File: src/rtl/ptpc_pkg.sv
package ptpc_pkg;

  typedef enum logic [1:0] {
    MODE_ALL      = 2'd0,
    MODE_V1_UDP   = 2'd1,
    MODE_V2_MATCH = 2'd2,
    MODE_V2_EVENT = 2'd3
  } mode_e;

  localparam logic [15:0] ETYPE_PTP  = 16'h88F7;
  localparam logic [15:0] ETYPE_IPV4 = 16'h0800;
  localparam logic [7:0]  IPV4_VIHL  = 8'h45;
  localparam logic [7:0]  PROTO_UDP  = 8'd17;
  localparam logic [15:0] EVENT_PORT = 16'd319;

  localparam int unsigned ETYPE_OFS  = 12;
  localparam int unsigned L2_PTP_OFS = 14;
  localparam int unsigned IP_OFS     = 14;
  localparam int unsigned PROTO_OFS  = IP_OFS + 9;
  localparam int unsigned UDP_OFS    = IP_OFS + 20;
  localparam int unsigned UDP_PTP_OFS = UDP_OFS + 8;
  localparam int unsigned V1_CTL_REL = 32;

  // last byte needed by each path, plus one
  localparam int unsigned LEN_L2     = L2_PTP_OFS + 2;
  localparam int unsigned LEN_UDP_V2 = UDP_PTP_OFS + 2;
  localparam int unsigned LEN_UDP_V1 = UDP_PTP_OFS + V1_CTL_REL + 1;

  // captured field slots
  localparam int unsigned F_ETY_HI = 0;
  localparam int unsigned F_ETY_LO = 1;
  localparam int unsigned F_B14    = 2;
  localparam int unsigned F_B15    = 3;
  localparam int unsigned F_PROTO  = 4;
  localparam int unsigned F_SP_HI  = 5;
  localparam int unsigned F_SP_LO  = 6;
  localparam int unsigned F_DP_HI  = 7;
  localparam int unsigned F_DP_LO  = 8;
  localparam int unsigned F_U0     = 9;
  localparam int unsigned F_U1     = 10;
  localparam int unsigned F_UCTL   = 11;
  localparam int unsigned NUM_FIELDS = 12;

  function automatic int unsigned field_ofs(int unsigned slot);
    case (slot)
      F_ETY_HI: field_ofs = ETYPE_OFS;
      F_ETY_LO: field_ofs = ETYPE_OFS + 1;
      F_B14:    field_ofs = L2_PTP_OFS;
      F_B15:    field_ofs = L2_PTP_OFS + 1;
      F_PROTO:  field_ofs = PROTO_OFS;
      F_SP_HI:  field_ofs = UDP_OFS;
      F_SP_LO:  field_ofs = UDP_OFS + 1;
      F_DP_HI:  field_ofs = UDP_OFS + 2;
      F_DP_LO:  field_ofs = UDP_OFS + 3;
      F_U0:     field_ofs = UDP_PTP_OFS;
      F_U1:     field_ofs = UDP_PTP_OFS + 1;
      default:  field_ofs = UDP_PTP_OFS + V1_CTL_REL;
    endcase
  endfunction

endpackage

File: src/rtl/ptpc_pos_counter.sv
module ptpc_pos_counter #(
  parameter int unsigned CNT_W = 8
) (
  input  logic             clk,
  input  logic             rst_n,
  input  logic             beat,
  input  logic             sof,
  output logic [CNT_W-1:0] idx
);
  localparam logic [CNT_W-1:0] CNT_MAX = '1;

  logic [CNT_W-1:0] next_pos;

  // position of the byte on the bus now
  assign idx = sof ? '0 : next_pos;

  always_ff @(posedge clk) begin
    if (!rst_n) begin
      next_pos <= '0;
    end else if (beat) begin
      if (idx == CNT_MAX) next_pos <= CNT_MAX;
      else                next_pos <= idx + CNT_W'(1);
    end
  end
endmodule

File: src/rtl/ptpc_field_grab.sv
module ptpc_field_grab #(
  parameter int unsigned CNT_W = 8,
  parameter int unsigned NF    = ptpc_pkg::NUM_FIELDS
) (
  input  logic                clk,
  input  logic                rst_n,
  input  logic                beat,
  input  logic [CNT_W-1:0]    idx,
  input  logic [7:0]          data,
  output logic [NF-1:0][7:0]  view
);
  for (genvar g = 0; g < NF; g++) begin : g_slot
    localparam int unsigned OFS = ptpc_pkg::field_ofs(g);
    localparam logic [CNT_W-1:0] OFS_W = CNT_W'(OFS);
    logic [7:0] held;
    logic       here;

    assign here = beat && (idx == OFS_W);

    always_ff @(posedge clk) begin
      if (!rst_n)    held <= '0;
      else if (here) held <= data;
    end

    // bypass so the end-of-frame byte is usable in its own cycle
    assign view[g] = here ? data : held;
  end
endmodule

File: src/rtl/ptpc_match.sv
module ptpc_match #(
  parameter int unsigned CNT_W = 8,
  parameter int unsigned NF    = ptpc_pkg::NUM_FIELDS
) (
  input  logic [NF-1:0][7:0] view,
  input  logic [CNT_W:0]     len,
  input  logic [1:0]         mode,
  input  logic               msg_sel,
  input  logic               etype_en,
  input  logic               udp_en,
  input  logic               src_chk,
  output logic               hit
);
  import ptpc_pkg::*;

  localparam int unsigned LW = CNT_W + 1;
  localparam logic [LW-1:0] NEED_L2 = LW'(LEN_L2);
  localparam logic [LW-1:0] NEED_V2 = LW'(LEN_UDP_V2);
  localparam logic [LW-1:0] NEED_V1 = LW'(LEN_UDP_V1);

  logic [15:0] etype, sport, dport;
  logic        ip_ok, l2_path, udp_v2_path, udp_v1_path;
  logic        v2_l2, v2_udp, v1_hit;
  mode_e       m;

  assign m     = mode_e'(mode);
  assign etype = {view[F_ETY_HI], view[F_ETY_LO]};
  assign sport = {view[F_SP_HI], view[F_SP_LO]};
  assign dport = {view[F_DP_HI], view[F_DP_LO]};

  assign ip_ok = udp_en && (etype == ETYPE_IPV4) && (view[F_B14] == IPV4_VIHL) &&
                 (view[F_PROTO] == PROTO_UDP) && (dport == EVENT_PORT) &&
                 (!src_chk || (sport == EVENT_PORT));

  assign l2_path     = etype_en && (etype == ETYPE_PTP) && (len >= NEED_L2);
  assign udp_v2_path = ip_ok && (len >= NEED_V2);
  assign udp_v1_path = ip_ok && (len >= NEED_V1);

  function automatic logic v2_ok(input logic [7:0] b0, input logic [7:0] b1,
                                 input mode_e md, input logic sel);
    logic type_ok;
    if (md == MODE_V2_EVENT) type_ok = (b0[3:0] < 4'd4);
    else                     type_ok = (b0[3:0] == {3'b000, sel});
    return (b1[3:0] == 4'd2) && type_ok;
  endfunction

  assign v2_l2  = l2_path && v2_ok(view[F_B14], view[F_B15], m, msg_sel);
  assign v2_udp = udp_v2_path && v2_ok(view[F_U0], view[F_U1], m, msg_sel);
  assign v1_hit = udp_v1_path && (view[F_U1][3:0] == 4'd1) &&
                  (view[F_UCTL] == {7'd0, msg_sel});

  always_comb begin
    case (m)
      MODE_ALL:    hit = 1'b1;
      MODE_V1_UDP: hit = v1_hit;
      default:     hit = v2_l2 || v2_udp;
    endcase
  end
endmodule

File: src/rtl/ptp_event_classifier.sv
module ptp_event_classifier #(
  parameter int unsigned CNT_W = 8
) (
  input  logic       clk,
  input  logic       rst_n,
  input  logic       s_valid,
  output logic       s_ready,
  input  logic [7:0] s_data,
  input  logic       s_sof,
  input  logic       s_eof,
  input  logic [1:0] cfg_mode,
  input  logic       cfg_msg_sel,
  input  logic       cfg_etype_en,
  input  logic       cfg_udp_en,
  input  logic       cfg_src_port_chk,
  output logic       ts_qualify
);
  localparam int unsigned NF = ptpc_pkg::NUM_FIELDS;

  logic                beat, hit, ready_q, qual_q;
  logic [CNT_W-1:0]    idx;
  logic [CNT_W:0]      len;
  logic [NF-1:0][7:0]  view;

  assign beat = s_valid && ready_q;
  assign len  = {1'b0, idx} + (CNT_W+1)'(1);

  ptpc_pos_counter #(.CNT_W(CNT_W)) u_pos (
    .clk(clk), .rst_n(rst_n), .beat(beat), .sof(s_sof), .idx(idx)
  );

  ptpc_field_grab #(.CNT_W(CNT_W), .NF(NF)) u_grab (
    .clk(clk), .rst_n(rst_n), .beat(beat), .idx(idx), .data(s_data), .view(view)
  );

  ptpc_match #(.CNT_W(CNT_W), .NF(NF)) u_match (
    .view(view), .len(len), .mode(cfg_mode), .msg_sel(cfg_msg_sel),
    .etype_en(cfg_etype_en), .udp_en(cfg_udp_en), .src_chk(cfg_src_port_chk),
    .hit(hit)
  );

  always_ff @(posedge clk) begin
    if (!rst_n) begin
      ready_q <= 1'b0;
      qual_q  <= 1'b0;
    end else begin
      ready_q <= 1'b1;
      qual_q  <= beat && s_eof && hit;
    end
  end

  assign s_ready    = ready_q;
  assign ts_qualify = qual_q;
endmodule

File: config.mk
export PLATFORM = sky130hd
export DESIGN_NAME = ptp_event_classifier
export DESIGN_NICKNAME = d
export VERILOG_FILES = /design/src/rtl/ptpc_pkg.sv /design/src/rtl/ptpc_pos_counter.sv /design/src/rtl/ptpc_field_grab.sv /design/src/rtl/ptpc_match.sv /design/src/rtl/ptp_event_classifier.sv
export SDC_FILE = /design/constraint.sdc
export NUM_CORES = 1
export LEC_CHECK = 0
export BUFFER_PORTS_ARGS = -buffer_cell sky130_fd_sc_hd__buf_2
export CORE_MARGIN = 8
export CORE_UTILIZATION = 40
export CTS_CLUSTER_DIAMETER = 120
export DETAILED_ROUTE_END_ITERATION = 8
export PLACE_DENSITY = 0.65
export SYNTH_ARGS = -nofsm -noshare
export SYNTH_HDL_FRONTEND = slang
export SYNTH_SLANG_ARGS = --single-unit
export TNS_END_PERCENT = 30
File: constraint.sdc
create_clock -name clk -period 3.1 [get_ports clk]
set_input_delay 0.31 -clock clk [delete_from_list [all_inputs] [get_ports clk]]
set_output_delay 0.31 -clock clk [all_outputs]
set_load 0.01 [all_outputs]
# Word level (Yosys, flattened, before mapping)
# Cells that the tools add are included.
# word_totals
wordCells,101
in_bits,19
regBits,94
out_inout_bits,2
# classes
magnitude_cmp,5
muxes,18
addsub,2
n_reduce_logical,34
n_eq_ne,27
# op_table
operator,n
$mux 8,11
$eq 8x6->1 const B,6
$eq 16x9->1 const B,2
$eq 8x4->1 const B,4
$logic_and 1x1->1,30
$eq 16x12->1 const B,1
$eq 16x16->1 const B,1
$eq 8x5->1 const B,2
$eq 8x7->1 const B,2
$mux 4,3
$add 8x1->9 const B,1
$ge 9x5->1 const B,1
$ge 9x6->1 const B,1
$ge 9x7->1 const B,1
$add 8x1->8 const B,1
$eq 4x1->1,2
$eq 4x2->1 const B,2
$eq 8x1->1,1
$eq 8x8->1 const B,1
$lt 4x3->1 const B,2
$eq 4x1->1 const B,1
$mux 1,3
$eq 2x1->1 const B,1
$eq 2x2->1 const B,1
other kinds (4),5

# Depth between registers and ports, before layout
# depth
word_depth,15
ltp_mapped,13

# Hierarchy
# Synthesis repeated with hierarchy kept, for this count alone.
# hier_totals
cells_unflattened,598
hier_area_um2,5879.4
# modules_own_cells
mod,area_per_inst_um2,cells_per_inst,instances,seq_area_each_um2
ptpc_field_grab,4802.1,457,1,1921.8
ptpc_pos_counter,511.7,65,1,160.2
ptpc_match,389.1,54,1,0.0
ptp_event_classifier,176.4,22,1,40.0

# Worst setup path after synthesis
# Ideal clock, no wire load.
# synth_path
path_type,input to register
from,in s_sof
to,reg qual_q (netlist: ts_qualify)
stages,13
slack_ns,0.399
t_arrival_ns,2.609
t_required_ns,3.008
setup_time_ns,0.092
n_path_buf,3
path_cell_list,buf_2 -> inv_1 -> nand2_1 -> ha_1 -> and3_1 -> clkbuf_1 -> and3_1 -> buf_2 -> mux2i_1 -> o211ai_1 -> a2111oi_2 -> a211oi_1 -> nor4_1
# synth_via
elab_chain_cells,15
elab_cells_between_ends,76
cone_classes,add/sub: 1; order compare: 5; eq/ne: 24; mux: 16; reduce/logical: 30
# synth_lines
item,line_no,text
start: declaration,ptp_event_classifier.sv:9,"input logic s_sof,"
$mux 8 (*),ptpc_pos_counter.sv:15,assign idx = sof ? '0 : next_pos;
branches (longest 12 deep; another with $add 8x1->9),n/a,
$pmux 1 s2 (*),ptpc_match.sv:53,case (m)
$logic_and 1x1->1 (*),ptp_event_classifier.sv:48,qual_q <= beat && s_eof && hit;
end signal: assignment,ptp_event_classifier.sv:48,
end: declaration,ptp_event_classifier.sv:20,"logic beat, hit, ready_q, qual_q;"
# Every way passes the cells marked *.
# A chain may end at the register's enable or synchronous reset.

# Worst setup path in the final report
# layout_path
from,reg u_pos.next_pos[1]
to,reg qual_q (netlist: ts_qualify)
# layout_via
elab_chain_cells,15
elab_cells_between_ends,76
cone_classes,add/sub: 1; order compare: 5; eq/ne: 24; mux: 16; reduce/logical: 30
# layout_lines
item,line_no,text
start: declaration,ptpc_pos_counter.sv:12,logic [CNT_W-1:0] next_pos;
start signal: assignment,ptpc_pos_counter.sv:22,else next_pos <= idx + CNT_W'(1);
$mux 8 (*),ptpc_pos_counter.sv:15,
branches (longest 12 deep; another with $add 8x1->9),n/a,
$pmux 1 s2 (*),ptpc_match.sv:53,
$logic_and 1x1->1 (*),ptp_event_classifier.sv:48,
# Marked as above.

==> flow_metrics.env <==
export IMPL_postSynthCellCount=528
export IMPL_die_x_um=125
export IMPL_dp_slack_ps=216
export IMPL_drc=0
export IMPL_maxCapViolCount=0
export IMPL_seq_area_frac_synth_pct=39.5
export IMPL_synth_edf_count=0
export IMPL_avgSynthCellArea_um2=9.03
export IMPL_fmax_mhz=362
export IMPL_routed_wirelength_um=11900
export IMPL_drive_gt1_share_pct=13.4
export IMPL_synth_main_ff_cell="dfxtp_1"
export IMPL_routedWlPerCell_um=17.4
export IMPL_gr_total_overflow=0
export IMPL_synth_top_area_cell="dfxtp_1"
export IMPL_hold_viol_final=0
export IMPL_pwr_share_seq_pct=47.1
export IMPL_synth_area_mm2=0.00477
export IMPL_place_hpwl_um=8160
export IMPL_maxSlewHeadroom_pct=50.3
export IMPL_fin_ws_ps=335
export IMPL_rr_endpoint="ts_qualify$_SDFF_PN0_"
export IMPL_ios=21
export IMPL_dr_pass1_iters=4
export IMPL_insertion_delay_ps=340
export IMPL_syn_nets=549
export IMPL_synth_most_common_cell="dfxtp_1"
export IMPL_syn_to_final_growth_pct=11.4
export IMPL_viasPerCell=5.50
export IMPL_cts_root_buf="clkbuf_16"
export IMPL_grtUsageTotal_pct=15.4
export IMPL_antenna_found_initial=0
export IMPL_p_comb_share_pct=5.3
export IMPL_cts_tree="yes"
export IMPL_p_leak_nw=2.02
export IMPL_fin_hold_ws_ps=378
export IMPL_via_count=3763
export IMPL_crit_path_end_kind="flip-flop"
export IMPL_internal_power_mw=1.98
export IMPL_grt_pass1_vias=3755
export IMPL_drtIter0Drc=339
export IMPL_cellPowerDensity_mw_per_mm2=486
export IMPL_clock_sinks=94
export IMPL_hold_start="s_data[1]"
export IMPL_crit_type="flip-flop to flip-flop"
export IMPL_n_antenna_cell=0
export IMPL_post_route_period_util_pct=89.2
export IMPL_antenna_left=0
export IMPL_synth_xor_area_share_pct=0.918
export IMPL_total_power_mw=2.58
export IMPL_initial_core_util_pct=40.4
export IMPL_numCtsBuffers=9
export IMPL_slew_violations=0
export IMPL_synthAdderAreaFrac_pct=0.525
export IMPL_portBuffers=20
export IMPL_yosysTopAreaCellShare_pct=39.5
export IMPL_setup_violations=0
export IMPL_grt_max_degree=94
export IMPL_peakVddDrop_mv=0.251
export IMPL_power_frac_clock_pct=47.6
export IMPL_worst_slew_pin_slew_ps=745
export IMPL_netSwitchingFraction_pct=23.4
export IMPL_gp_congestion=0.882
export IMPL_nets=553
export IMPL_min_path_cells=3
export IMPL_post_dp_cell_area_mm2=0.00497
export IMPL_async_flop_share_pct=0
export IMPL_clockBufferDepth=2
export IMPL_rsz0062_at_grt="no"
export IMPL_required_ps=3350
export IMPL_startpoint_type="flip-flop"
export IMPL_synthMuxAreaShare_pct=13.3
export IMPL_synth_simple_area_share_pct=28.1
export IMPL_synth_warnings=0
export IMPL_synth_top_family_by_area="simple AND/OR/NAND/NOR gates"
export IMPL_fin_skew_ps=8.64
export IMPL_rrSetupSlack_ps=340
export IMPL_cts_htree_levels=3
export IMPL_clk_pin_slew_ps=70
export IMPL_hp_class="primary input to flip-flop"
export IMPL_synth_seq_cells=94
export IMPL_status="completed"
export IMPL_synth_cell_types=68
export IMPL_synth_commonest_cells="94 x dfxtp_1, 64 x nand2_1, 63 x nor2b_1"
export IMPL_synthTopCellsByArea="dfxtp_1 39%, mux2i_1 13%, nor2b_1 8.3%"
export IMPL_min_period_ps=2760
export IMPL_r2r_start="u_pos.next_pos[1]$_SDFFE_PN0P_"
export IMPL_row_count=40
export IMPL_die_area_mm2=0.0157
export IMPL_cts_setup_buffers=0
export IMPL_cp_max_fo=7
export IMPL_holdPathEnd="u_grab.g_slot[1].held[1]$_SDFF_PN0_"
export IMPL_setup_tns_ps=0
export IMPL_cp_arrival_ps=3020
export IMPL_synth_compound_area_share_pct=12.7
export IMPL_core_mm2=0.0118
export IMPL_die_h_um=125
export IMPL_worstRegToRegCells=9
export IMPL_power_switching_mw=0.603
export IMPL_grt_pass1_wl_um=19700
export IMPL_final_area_mm2=0.00531
-- kinds of logic (layout without fill, tap and decap cells) --
family                     after synthesis  in the layout
xor gates and xnor gates                 5              5
muxes                                   63             63
buffers and inverters                   51             60
adders and majority gates                2              2
DFF                                     94             94
and+or+nand+nor                        232            232
AOI/OAI and AO/OA                       81             81
-- worst max path at each step --
stage,startpoint,endpoint,cells past startpoint
5_1_grt,u_pos.next_pos[1]$_SDFFE_PN0P_,ts_qualify$_SDFF_PN0_,9
4_1_cts,u_pos.next_pos[1]$_SDFFE_PN0P_,ts_qualify$_SDFF_PN0_,9
2_1_floorplan,s_sof,ts_qualify$_SDFF_PN0_,13
6_report,u_pos.next_pos[1]$_SDFFE_PN0P_,ts_qualify$_SDFF_PN0_,9
3_5_place_dp,u_pos.next_pos[1]$_SDFFE_PN0P_,ts_qualify$_SDFF_PN0_,9
3_3_place_gp,s_sof,ts_qualify$_SDFF_PN0_,10
-- critical path, stage by stage (launching register included) --
cell and delay [ps]:
dfxtp_1 410, nor2b_1 210, ha_1 260, and3_2 290, and3_1 260, mux2i_1 210
o211ai_1 140, a2111oi_2 450, a211oi_1 150, nor4_2 280
-- power by group through the flow --
stage | Combinational (mW) | Clock [mW] | Sequential, mW
2_1_floorplan | 0.0827 | 0 | 1.24
3_3_place_gp | 0.135 | 0 | 1.24
3_5_place_dp | 0.135 | 0 | 1.24
4_1_cts | 0.136 | 1.25 | 1.22
5_1_grt | 0.147 | 1.31 | 1.22
6_report | 0.137 | 1.23 | 1.22
-- layout make-up --
| class | instances | area, um^2 |
|---|---|---|
| well taps | 147 | 184 |
| inverters | 8 | 30.0 |
| fillers | 1139 | 6500 |
| repair buffers | 36 | 220 |
| flip-flops and latches | 94 | 1880 |
| clock inverters | 7 | 104 |
| clock buffers | 9 | 225 |
| multi-input cells | 383 | 2670 |
-- state kept, by name, indices dropped and copies added (netlist names) --
name and cells:
ts_qualify 1, s_ready 1, u_grab.g_slot.held 84, u_pos.next_pos 8
-- repair_timing --
| action | in CTS | in global routing |
|---|---|---|
| gates resized for setup | 0 | 4 |
| setup endpoints to repair | 0 | 1 |
| hold buffers | 0 | 0 |
-- layer usage --
metal,GRT usage [%],vias up,part of all wire (%)
li1,-,1869,-
met1,20.2,1796,47
met2,25.0,86,48
met3,2.68,12,4.3
met4,5.66,0,1.2
met5,0,-,0
-- per-stage QoR --
step / std cells / util [%]
3_5_place_dp: 668 / 42.1
5_1_grt: 684 / 45.0
4_1_cts: 684 / 44.8
6_report: 684 / 45.0
3_3_place_gp: 668 / 42.1
2_1_floorplan: 528 / -
-- cells in the final DEF (no fill, tap or decap), types with 3 or more instances in the layout --
| master | n |
|---|---|
| dfxtp_1 | 94 |
| nand2_1 | 64 |
| nor2b_1 | 63 |
| mux2i_1 | 61 |
| a21boi_0 | 26 |
| nor2_1 | 23 |
| buf_2 | 20 |
| buf_4 | 16 |
| nand4_1 | 11 |
| nor3_1 | 11 |
| a21oi_1 | 11 |
| and3_1 | 10 |
| o21ai_0 | 10 |
| clkbuf_16 | 9 |
| inv_1 | 7 |
| and4_1 | 6 |
| nor4_1 | 5 |
| nand3_1 | 4 |
| a211oi_1 | 4 |
| nor3b_1 | 4 |
| nand3b_1 | 4 |
| nor4bb_1 | 3 |
| xnor2_1 | 3 |
| nor4b_1 | 3 |
| nor4_2 | 3 |
Note: power is estimated with default switching activity, not from simulation.
